--- src/rtl/acc_link_opunit.sv ---
module acc_link_opunit #(
  parameter int DW = 12
) (
  input  logic [11:0]   op_word,
  input  logic [DW-1:0] ac_in,
  input  logic          link_in,
  input  logic [DW-1:0] pc_in,
  output logic [DW-1:0] ac_out,
  output logic          link_out,
  output logic          skip,
  output logic [DW-1:0] pc_next
);
  localparam int LW = DW + 1;

  logic is_opr, grp1, grp2;
  assign is_opr = (op_word[11:9] == 3'b111);
  assign grp1   = is_opr & ~op_word[8];
  assign grp2   = is_opr & op_word[8] & ~op_word[0];

  logic [LW-1:0] s_clr, s_cmp, s_inc, s_rot;
  assign s_clr = {link_in & ~op_word[6], ac_in & ~{DW{op_word[7]}}};
  assign s_cmp = s_clr ^ {op_word[4], {DW{op_word[5]}}};
  assign s_inc = s_cmp + LW'(op_word[0]);

  logic go_r, go_l;
  assign go_r = op_word[3] & ~op_word[2];
  assign go_l = op_word[2] & ~op_word[3];

  always_comb begin
    s_rot = s_inc;
    if (go_l)
      s_rot = op_word[1] ? {s_inc[LW-3:0], s_inc[LW-1:LW-2]}
                         : {s_inc[LW-2:0], s_inc[LW-1]};
    else if (go_r)
      s_rot = op_word[1] ? {s_inc[1:0], s_inc[LW-1:2]}
                         : {s_inc[0], s_inc[LW-1:1]};
  end

  logic tst_hit;
  assign tst_hit = (op_word[6] & ac_in[DW-1]) | (op_word[5] & (ac_in == '0));

  assign ac_out   = grp1 ? s_rot[DW-1:0] : (grp2 & op_word[7]) ? '0 : ac_in;
  assign link_out = grp1 ? s_rot[LW-1] : link_in;
  assign skip     = grp2 & (tst_hit ^ op_word[3]);
  assign pc_next  = pc_in + DW'(1);

  always_comb begin

    if (grp1 && op_word[7] && !op_word[5] && !op_word[0] && op_word[3:2] == 2'b00)
      cla_zero_chk: assert (ac_out == '0);

    if (grp1 && op_word[7] && op_word[5] && !op_word[0] && op_word[3:2] == 2'b00)
      cla_cma_ones_chk: assert (ac_out == '1);

    if (grp1)
      grp1_noskip_chk: assert (!skip);

    if (grp2)
      grp2_link_chk: assert (link_out == link_in);

    if (grp2 && op_word[7])
      grp2_clear_chk: assert (ac_out == '0);

    if (!is_opr)
      pass_through_chk: assert (ac_out == ac_in && link_out == link_in && !skip);

    pc_step_chk: assert (pc_next != pc_in && (pc_in != '1 || pc_next == '0));
  end
endmodule

--- config.mk ---
export PLATFORM = sky130hd
export DESIGN_NAME = acc_link_opunit
export DESIGN_NICKNAME = d
export VERILOG_FILES = /design/src/rtl/acc_link_opunit.sv
export SDC_FILE = /design/constraint.sdc
export NUM_CORES = 1
export LEC_CHECK = 0
export BUFFER_PORTS_ARGS = -buffer_cell sky130_fd_sc_hd__buf_2
export CAP_MARGIN = 20
export CELL_PAD_IN_SITES_DETAIL_PLACEMENT = 1
export CELL_PAD_IN_SITES_GLOBAL_PLACEMENT = 2
export CORE_UTILIZATION = 26
export DETAILED_ROUTE_END_ITERATION = 10
export PLACE_DENSITY_LB_ADDON = 0.1
export SYNTH_ARGS = -nofsm -noshare
export SYNTH_HDL_FRONTEND = slang
export SYNTH_SLANG_ARGS = --single-unit
--- constraint.sdc ---
create_clock -name vclk -period 3.1
set_input_delay 0.155 -clock vclk [all_inputs]
set_output_delay 0.155 -clock vclk [all_outputs]
set_load 0.01 [all_outputs]
* Word level (Yosys, flattened, before mapping)
Index checks and enable logic that the tools add are counted.
** Word-level totals
- Memories kept :: 0
- Bits in latches :: 0
- ROM bits :: 0
- Flip-flop bits (word level) :: 0
- Output and inout bits :: 26
- Memory bits (writable) :: 0
** Cells by class
- Mux-type cells :: 7
- Bitwise gates (word level) :: 20
- Divide/modulo/power cells :: 0
- Reductions and logical operators :: 1
- $lt $le $gt $ge :: 0
- Shift-type cells :: 0
- Add/subtract/negate cells :: 2
- Multipliers :: 0
- Eq/ne operators :: 1
** Operators with widths (number)
- $mux 13 :: 4
- $mux 12 :: 2
- $add 13x1->13 :: 1
- $xor 13x13->13 :: 1
- $add 12x1->12 const B :: 1
- $and 12x12->12 :: 1
- $logic_not 12->1 :: 1
- $not 12->12 :: 1
- $and 1x1->1 :: 10
- $not 1->1 :: 5
- $eq 3x3->1 const B :: 1
- $mux 1 :: 1
- $or 1x1->1 :: 1
- $xor 1x1->1 :: 1

* Depth between registers and ports, before layout
Gate-level depths: netlist (run 1).
- Depth in word-level cells :: 8
- Gate-level depth with buffers :: 12

* Worst setup path after synthesis (run 1)
Ideal clock, no wire load.
- Path kind :: input to output
- Start :: input op_word[5]
- End :: output ac_out[7]
- Required time :: 2945 ps
- Arrival time :: 2295 ps
- Cell stages on the path :: 9
- Setup slack :: 650 ps
- Path through :: buf_2 clkbuf_1 xnor2_1 ha_1 o211ai_1 a221o_1 o2111ai_1 o221ai_1 o31ai_1
** On the way
- Longest elaborated chain between the ends :: 6
** RTL lines
- start: declaration :: RTL line 4 : input logic [11:0] op_word,
- $xor 13x13->13 (*) :: RTL line 22 : assign s_cmp = s_clr ^ {op_word[4], {DW{op_word[5]}}};
- $add 13x1->13 (*) :: RTL line 23 : assign s_inc = s_cmp + LW'(op_word[0]);
- $mux 13 :: RTL line 35 : s_rot = op_word[1] ? {s_inc[1:0], s_inc[LW-1:2]}
- $mux 13 :: RTL line 34 : else if (go_r)
- $mux 13 (*) :: RTL line 31 : if (go_l)
- $mux 12 (*) :: RTL line 42 : assign ac_out = grp1 ? s_rot[DW-1:0] : (grp2 & op_word[7]) ? '0 : ac_in;
- end: declaration :: RTL line 8 : output logic [DW-1:0] ac_out,
Every way passes the cells marked *; elsewhere a longest branch is shown, timed or not.

* Worst setup path after layout (run 1)
- Start :: input op_word[5]
- End :: output ac_out[10]
Same word-level chain as after synthesis.

==> results_dict.tcl, run 1 <==
set metrics [dict create \
    fin_total_pwr_uw 322 \
    die_x_um 82.0 \
    fin_setup_tns_ps 0 \
    slowest_delay_ps 540 \
    cp_cell_sequence "buf_2, or4b_4, o211ai_4, o211ai_4, xnor2_2, o22ai_1, o21a_1, or3_1, buf_2" \
    grt_max_degree 26 \
    slew_headroom_pct 62.9 \
    design.seq.count 0 \
    fmaxAchievable_ghz 0.380 \
    arrival_ps 2480 \
    syn_nets 306 \
    globalRouteMet2Util_pct 36.0 \
    holdCritStartpoint "pc_in[11]" \
    hold_viol_final 0 \
    row_count 28 \
    num-nets-final 357 \
    area_growth_pct 21.6 \
    timing.final.crit_share_pct 84.9 \
    hp-class "in -> out" \
    nClkBuffers 0 \
    cp.required_ps 2940 \
    wl_per_cell_um 17.2 \
    initial_core_util_pct 27.5 \
    drc_errors 0 \
    cts_hold_buffers 0 \
    grtUsageMet3_pct 0.556 \
    vdd_drop_max_uv 52.0 \
    drive_gt1_share_pct 25.4 \
    die_h_um 82.0 \
    drt-vias-per-instance 5.37 \
    crit_type "in -> out" \
    firstDrtPassIters 4 \
    place_ws_ps 463 \
    finalWeightedCongestion 0.815 \
    dp_hpwl_mm 5.40 \
    maxCapViolations 0 \
    grt_util_met1_pct 28.3 \
    netlist_area_um2 1670 \
    tightest_slew_ps 554 \
    placed_area_um2 2020 \
    drtAntennaViolNets 0 \
    cts_resized 0 \
    min_to "pc_next[11]" \
    whs_path_depth 3 \
    ys_warn_count 0 \
    rsz0062_at_grt "false" \
    finalSetupViolCount 0 \
    portBuffers 63 \
    grt-ovfl-total 0 \
    p_per_area_nw_per_um2 159 \
    holdWs_ps 582 \
    drtIter0Drc 120 \
    fp.dieArea_um2 6730 \
    postCtsSetupBuffers 0 \
    antenna_cells 0 \
    grt_usage_pct 20.5 \
    fin_ws_ps 467 \
    core_region_area_um2 6060 \
    grt_antenna_before_repair 0 \
    syn_avg_cell_area_um2 6.26 \
    status "finished clean" \
    top_level_ports 63 \
    ys_types 59 \
    grt_pass1_vias 2028 \
    grt_pass1_wl_mm 10.6 \
    final_area_um2 2020 \
    crit_family "simple AND/OR/NAND/NOR gates" \
    cp_num_buf_inv 2 \
    vias 2096 \
    min_period_ps 2630 \
    routed_wl_mm 6.70 \
    critPathSlowestCell "or4b_4" \
    netlist_instances 266 \
    top_usage_layer "met2" \
    critPathLaunchType "primary input" \
    ys_seq_area_share_pct 0 \
    slew_viol_final 0 \
    fillers 859 \
    p_leak_nw 0.817 \
    cp_max_fo 20 \
    regArea_um2 0 \
    cp-end-kind "primary output" \
    multi_input_area_um2 1540 \
]
[per-layer routing]
| layer | up-vias | share of wire (%) |
|---|---|---|
| met4 | 0 | 1.1 |
| met5 | - | 0 |
| li1 | 1058 | - |
| met3 | 4 | 4.5 |
| met2 | 57 | 47 |
| met1 | 977 | 47 |
[logic make-up after synthesis]
kind of cell             Yosys count  synth area share, %
AO/OA/AOI/OAI                     82                 36.3
XOR/XNOR                          31                 16.8
adder cells (fa/ha/maj)            3                 2.25
buffers and inverters             28                 7.29
multiplexers                       3                 2.03
AND/OR/NAND/NOR                  119                 35.4
[layout make-up]
cell class | instances | area share, %
Timing Repair Buffer | 68 | 17.4
Inverter | 9 | 1.67
Tap cell | 75 | 4.64
Multi-Input combinational cell | 238 | 76.3
[synth_stat cells (all sizes together) (4+ instances only)]
library cell / instances / area share (%)
nand2: 43 / 9.7
xnor2: 26 / 14
nand3: 19 / 6.0
a21oi: 17 / 5.1
nor2: 16 / 3.6
o21ai: 16 / 4.8
clkbuf: 11 / 2.5
nor3: 11 / 3.3
o211ai: 10 / 7.0
inv: 9 / 2.0
buf: 8 / 2.8
nor2b: 7 / 2.6
a31oi: 5 / 1.9
nand2b: 5 / 1.9
xor2: 5 / 2.6
and2: 4 / 1.5
and3: 4 / 1.5
o22ai: 4 / 1.5
o31ai: 4 / 1.8
[metrics by stage]
stage / utilization [%] / cells
global placement: 33.4 / 390
floorplan: - / 266
finish: 33.4 / 390
global route: 33.4 / 390
detailed placement: 33.4 / 390
CTS: 33.4 / 390
[worst max path at each step]
stage | from | endpoint | slack [ps] | depth (start not counted)
2_1_floorplan | op_word[5] | ac_out[7] | 650 | 9
3_3_place_gp | op_word[5] | ac_out[10] | 510 | 9
3_5_place_dp | op_word[5] | ac_out[7] | 460 | 9
4_1_cts | op_word[5] | ac_out[7] | 460 | 9
5_1_grt | op_word[5] | ac_out[7] | 260 | 9
6_report | op_word[5] | ac_out[10] | 470 | 9
[placed cells by master (no fill, tap or decap), types with 4 or more instances in the layout]
master    count
o22ai_1       4
xor2_1        5
nor3_1       11
a21oi_1      17
o31ai_1       4
o21ai_0      12
xnor2_1      25
nand3_1      18
nor2b_1       7
o21ai_1       4
nor2_1       16
nand2_1      43
nand2b_1      5
o211ai_1      7
inv_1         9
a31oi_1       5
and2_1        4
buf_4         5
buf_2        63
and3_1        4
[power by group]
| group | leakage (nW) | internal [mW] | switching, mW |
|---|---|---|---|
| registers | 0 | 0 | 0 |
| clock network | 0 | 0 | 0 |
| logic | 0.817 | 0.125 | 0.197 |
| total | 0.817 | 0.125 | 0.197 |
Note: power is estimated with default switching activity, not from simulation.
==> run 2: changes to the inputs <==
- CORE_UTILIZATION: 26 -> 24
- clock period: 3.1 -> 2.4 ns (I/O delays scaled with it)
==> run 2 against run 1 <==
Compared with the run above: non-clock buffer count rose by 30; worst setup slack got worse by 370 ps; critical path depth is the same; utilization increased by 2.3 points.
==> results_dict.tcl, run 2 (synthesis results as in run 1) <==
set metrics [dict create \
    status "finished clean" \
    arrival_ps 2180 \
    row_count 29 \
    final_common_cell "buf_2" \
    routed_wl_mm 7.05 \
    firstDrtPassIters 4 \
    tightest_slew_ps 488 \
    cp-end-kind "primary output" \
    slew_viol_final 0 \
    p_switching_uw 276 \
    fmaxAchievable_ghz 0.435 \
    p_leak_nw 0.990 \
    final_area_um2 2330 \
    dp_hpwl_mm 5.83 \
    rsz0062_at_grt "true" \
    swShare_pct 55.8 \
    fp.dieArea_um2 7280 \
    p_per_area_nw_per_um2 212 \
    cp_cell_sequence "clkbuf_4, or4b_4, o211ai_4, o211ai_4, or3_4, nand3_2, a21oi_1, or3_1, buf_2" \
    maxCapViolations 0 \
    hold_viol_final 0 \
    grt_pass1_vias 2280 \
    multi_input_area_um2 1620 \
    num-nets-final 387 \
    wl_per_cell_um 16.7 \
    min_period_ps 2300 \
    whs_path_depth 3 \
    combPwrFrac_pct 100.0 \
    drtAntennaViolNets 0 \
    drt-vias-per-instance 5.30 \
    critPathLaunchType "primary input" \
    numPlacedInstances 422 \
    clkPwrFrac_pct 0 \
    grt_antenna_before_repair 0 \
    die_h_um 85.3 \
    cp.required_ps 2280 \
    finalSetupViolCount 0 \
    postCtsSetupBuffers 0 \
    initial_core_util_pct 25.5 \
    nClkBuffers 0 \
    holdCritStartpoint "pc_in[11]" \
    finalWeightedCongestion 0.822 \
    most-common-layout-cells "buf_2, nand2_1, buf_4, xnor2_1" \
    grt-ovfl-total 0 \
    fin_total_pwr_uw 494 \
    grt_max_degree 25 \
    slowest_delay_ps 500 \
    core_region_area_um2 6530 \
    top_level_ports 63 \
    layout.cells.non_filler 422 \
    crit_type "in -> out" \
    critPathSlowestCell "or4b_4" \
    antenna_cells 0 \
    cts_hold_buffers 0 \
    fin_ws_ps 101 \
    area_growth_pct 40.2 \
    slew_headroom_pct 67.2 \
    placed_area_um2 2250 \
    design.seq.count 0 \
    timing.final.crit_share_pct 95.8 \
    crit_top_cell "o211ai_4" \
    place_ws_ps 7.16 \
    hp-class "in -> out" \
    portBuffers 63 \
    vias 2237 \
    vdd_drop_max_uv 77.2 \
    drive_gt1_share_pct 35.7 \
    fillers 872 \
    pwr-share-seq_pct 0 \
    cp_max_fo 9 \
    die_x_um 85.3 \
    grt_usage_pct 19.4 \
    grt_pass1_wl_mm 11.5 \
    p_int_uw 218 \
    drtIter0Drc 69 \
    regArea_um2 0 \
    drc_errors 0 \
    min_to "pc_next[11]" \
]
[run 2: worst max-delay path: cells and delay by family]
kind	cells	cell delay, ps
AOI/OAI and AO/OA	3	390
buffers and inverters	2	330
and+or+nand+nor	4	1340
[run 2: power groups by stage]
stage | Combinational, mW | Clock, mW | Sequential, mW
after floorplan | 0.275 | 0 | 0
after global placement | 0.473 | 0 | 0
after detailed placement | 0.474 | 0 | 0
after CTS | 0.477 | 0 | 0
after global routing | 0.543 | 0 | 0
final | 0.494 | 0 | 0
[run 2: metrics by stage]
step | setup TNS (ps) | utilization [%] | hold WS, ps
after floorplan | 0 | - | 284
after global placement | -64.2 | 34.5 | 506
after detailed placement | 0 | 34.5 | 512
after CTS | 0 | 34.6 | 512
after global routing | -19.0 | 35.7 | 535
final | 0 | 35.7 | 510
[run 2: cell type report]
cell class	count	share of cell area (%)
repair buffers	98	24.9
well taps	77	4.13
inverters	9	1.45
multi-input cells	238	69.6
[run 2: how the worst max path moves through the flow]
| stage | from | end | slack (ps) | cells past startpoint |
|---|---|---|---|---|
| floorplan | op_word[5] | ac_out[7] | 20 | 9 |
| finish | op_word[5] | ac_out[10] | 100 | 9 |
| global route | op_word[7] | ac_out[10] | -10 | 11 |
| CTS | op_word[5] | link_out | 1 | 10 |
| global placement | op_word[5] | ac_out[11] | -30 | 9 |
| detailed placement | ac_in[7] | link_out | 7 | 10 |
[run 2: what timing repair did]
item                       in CTS  in global routing
pin swaps                       0                  6
gates resized for setup         1                 17
setup endpoints to repair       1                 12
[run 2: per-layer routing]
| metal | track usage, % | part of all wire (%) | up-vias |
|---|---|---|---|
| li1 | - | - | 1126 |
| met1 | 26.3 | 47 | 1053 |
| met2 | 35.0 | 47 | 56 |
| met3 | 1.26 | 5.2 | 2 |
| met4 | 1.67 | 0.54 | 0 |
| met5 | 0 | 0 | - |
==> run 3: changes to the inputs <==
- CORE_UTILIZATION: 24 -> 28
- clock period: 2.4 -> 2.7 ns (I/O delays scaled with it)
==> run 3 against run 2 <==
Compared with the run above: utilization rose by 1.4 points; first-iteration DRC count grew 1.4%; combinational power is 22% lower; cell area down 11%; clock-buffer cell count stayed put; global-route usage rose by 1.5 points; via count fell by 3.7%; non-clock buffer count decreased by 22; sequential share of layout area is the same; cell count is 6.4% lower; largest power group unchanged.
==> results_dict.tcl, run 3 (synthesis results as in run 1) <==
set metrics [dict create \
    status "finished clean" \
    grt_max_degree 25 \
    grt_usage_pct 20.9 \
    critPathLaunchType "primary input" \
    cp-end-kind "primary output" \
    fin_setup_tns_ps 0 \
    vias 2154 \
    p_per_area_nw_per_um2 184 \
    cp.required_ps 2570 \
    dp_hpwl_mm 5.32 \
    core_region_area_um2 5610 \
    dr_wl_met2_mm 3.06 \
    wl_per_cell_um 16.3 \
    min_period_ps 2510 \
    fin_ws_ps 193 \
    die_x_um 79.1 \
    drive_gt1_share_pct 27.2 \
    maxCapViolations 0 \
    tightest_slew_ps 527 \
    highest-signal-layer "met4" \
    timing.final.crit_share_pct 92.9 \
    final_common_cell "buf_2" \
    cp_max_fo 14 \
    numPlacedInstances 395 \
    grt_pass1_vias 2144 \
    finalWeightedCongestion 0.882 \
    fmaxAchievable_ghz 0.399 \
    drtAntennaViolNets 0 \
    slew_headroom_pct 64.8 \
    row_count 27 \
    routed_wl_mm 6.43 \
    die_h_um 79.1 \
    hp-class "in -> out" \
    regArea_um2 0 \
    cts_hold_buffers 0 \
    grt-ovfl-total 0 \
    initial_core_util_pct 29.7 \
    num-nets-final 365 \
    place_ws_ps 226 \
    p_leak_nw 0.856 \
    area_growth_pct 24.9 \
    grt_antenna_before_repair 0 \
    met1_length_mm 3.04 \
    wl_met3_um 249 \
    slew_viol_final 0 \
    hold_viol_final 0 \
    drtIter0Drc 70 \
    drt-vias-per-instance 5.45 \
    arrival_ps 2370 \
    finalSetupViolCount 0 \
    drc_errors 0 \
    firstDrtPassIters 4 \
    portBuffers 63 \
    design.seq.count 0 \
    grt_pass1_wl_mm 10.6 \
    layout.cells.non_filler 395 \
    postCtsSetupBuffers 0 \
    antenna_cells 0 \
    crit_type "in -> out" \
    top_level_ports 63 \
    most-common-layout-cells "buf_2, nand2_1, xnor2_1, nand3_1, a21oi_1" \
    rsz0062_at_grt "false" \
    fp.dieArea_um2 6260 \
    cts_resized 0 \
    nClkBuffers 0 \
    vdd_drop_max_uv 80.7 \
]
==> run 3: area by class of cell <==
cell class	instances	area, µm²
multi-input combinational	238	1540
timing repair buffer	76	413
tap	72	90.1
inverter	9	33.8
fill	772	3530
==> run 3: where the power goes <==
part	internal [mW]	total, mW	switching, mW	leakage [nW]
Combinational	0.155	0.383	0.228	0.856
Clock	0	0	0	0
Sequential	0	0	0	0
==> run 3: final timing paths <==
path	slack (ps)	cells past startpoint	endpoint	startpoint
max	190	9	ac_out[4]	op_word[5]
min	540	3	pc_next[11]	pc_in[11]
==> run 3: critical path, stage by stage <==
cell,delay [ps]
buf_2,260
or4b_4,530
o211ai_4,150
and2_1,220
xor2_1,340
a21boi_0,250
a21oi_1,60
a32o_1,270
buf_2,140
==> run 3: stage by stage <==
stage	util, %	power [mW]	hold WS [ps]	area (µm²)
2_1_floorplan	-	0.245	314	1670
3_3_place_gp	37.1	0.383	537	2080
3_5_place_dp	37.1	0.384	547	2080
4_1_cts	37.1	0.386	548	2080
5_1_grt	37.1	0.425	559	2080
6_report	37.1	0.383	544	2080
==> run 3: layer usage <==
| metal | vias up | GRT usage [%] |
|---|---|---|
| met5 | - | 0 |
| met3 | 4 | 1.03 |
| met2 | 48 | 38.1 |
| met4 | 0 | 3.09 |
| li1 | 1087 | - |
| met1 | 1015 | 27.4 |
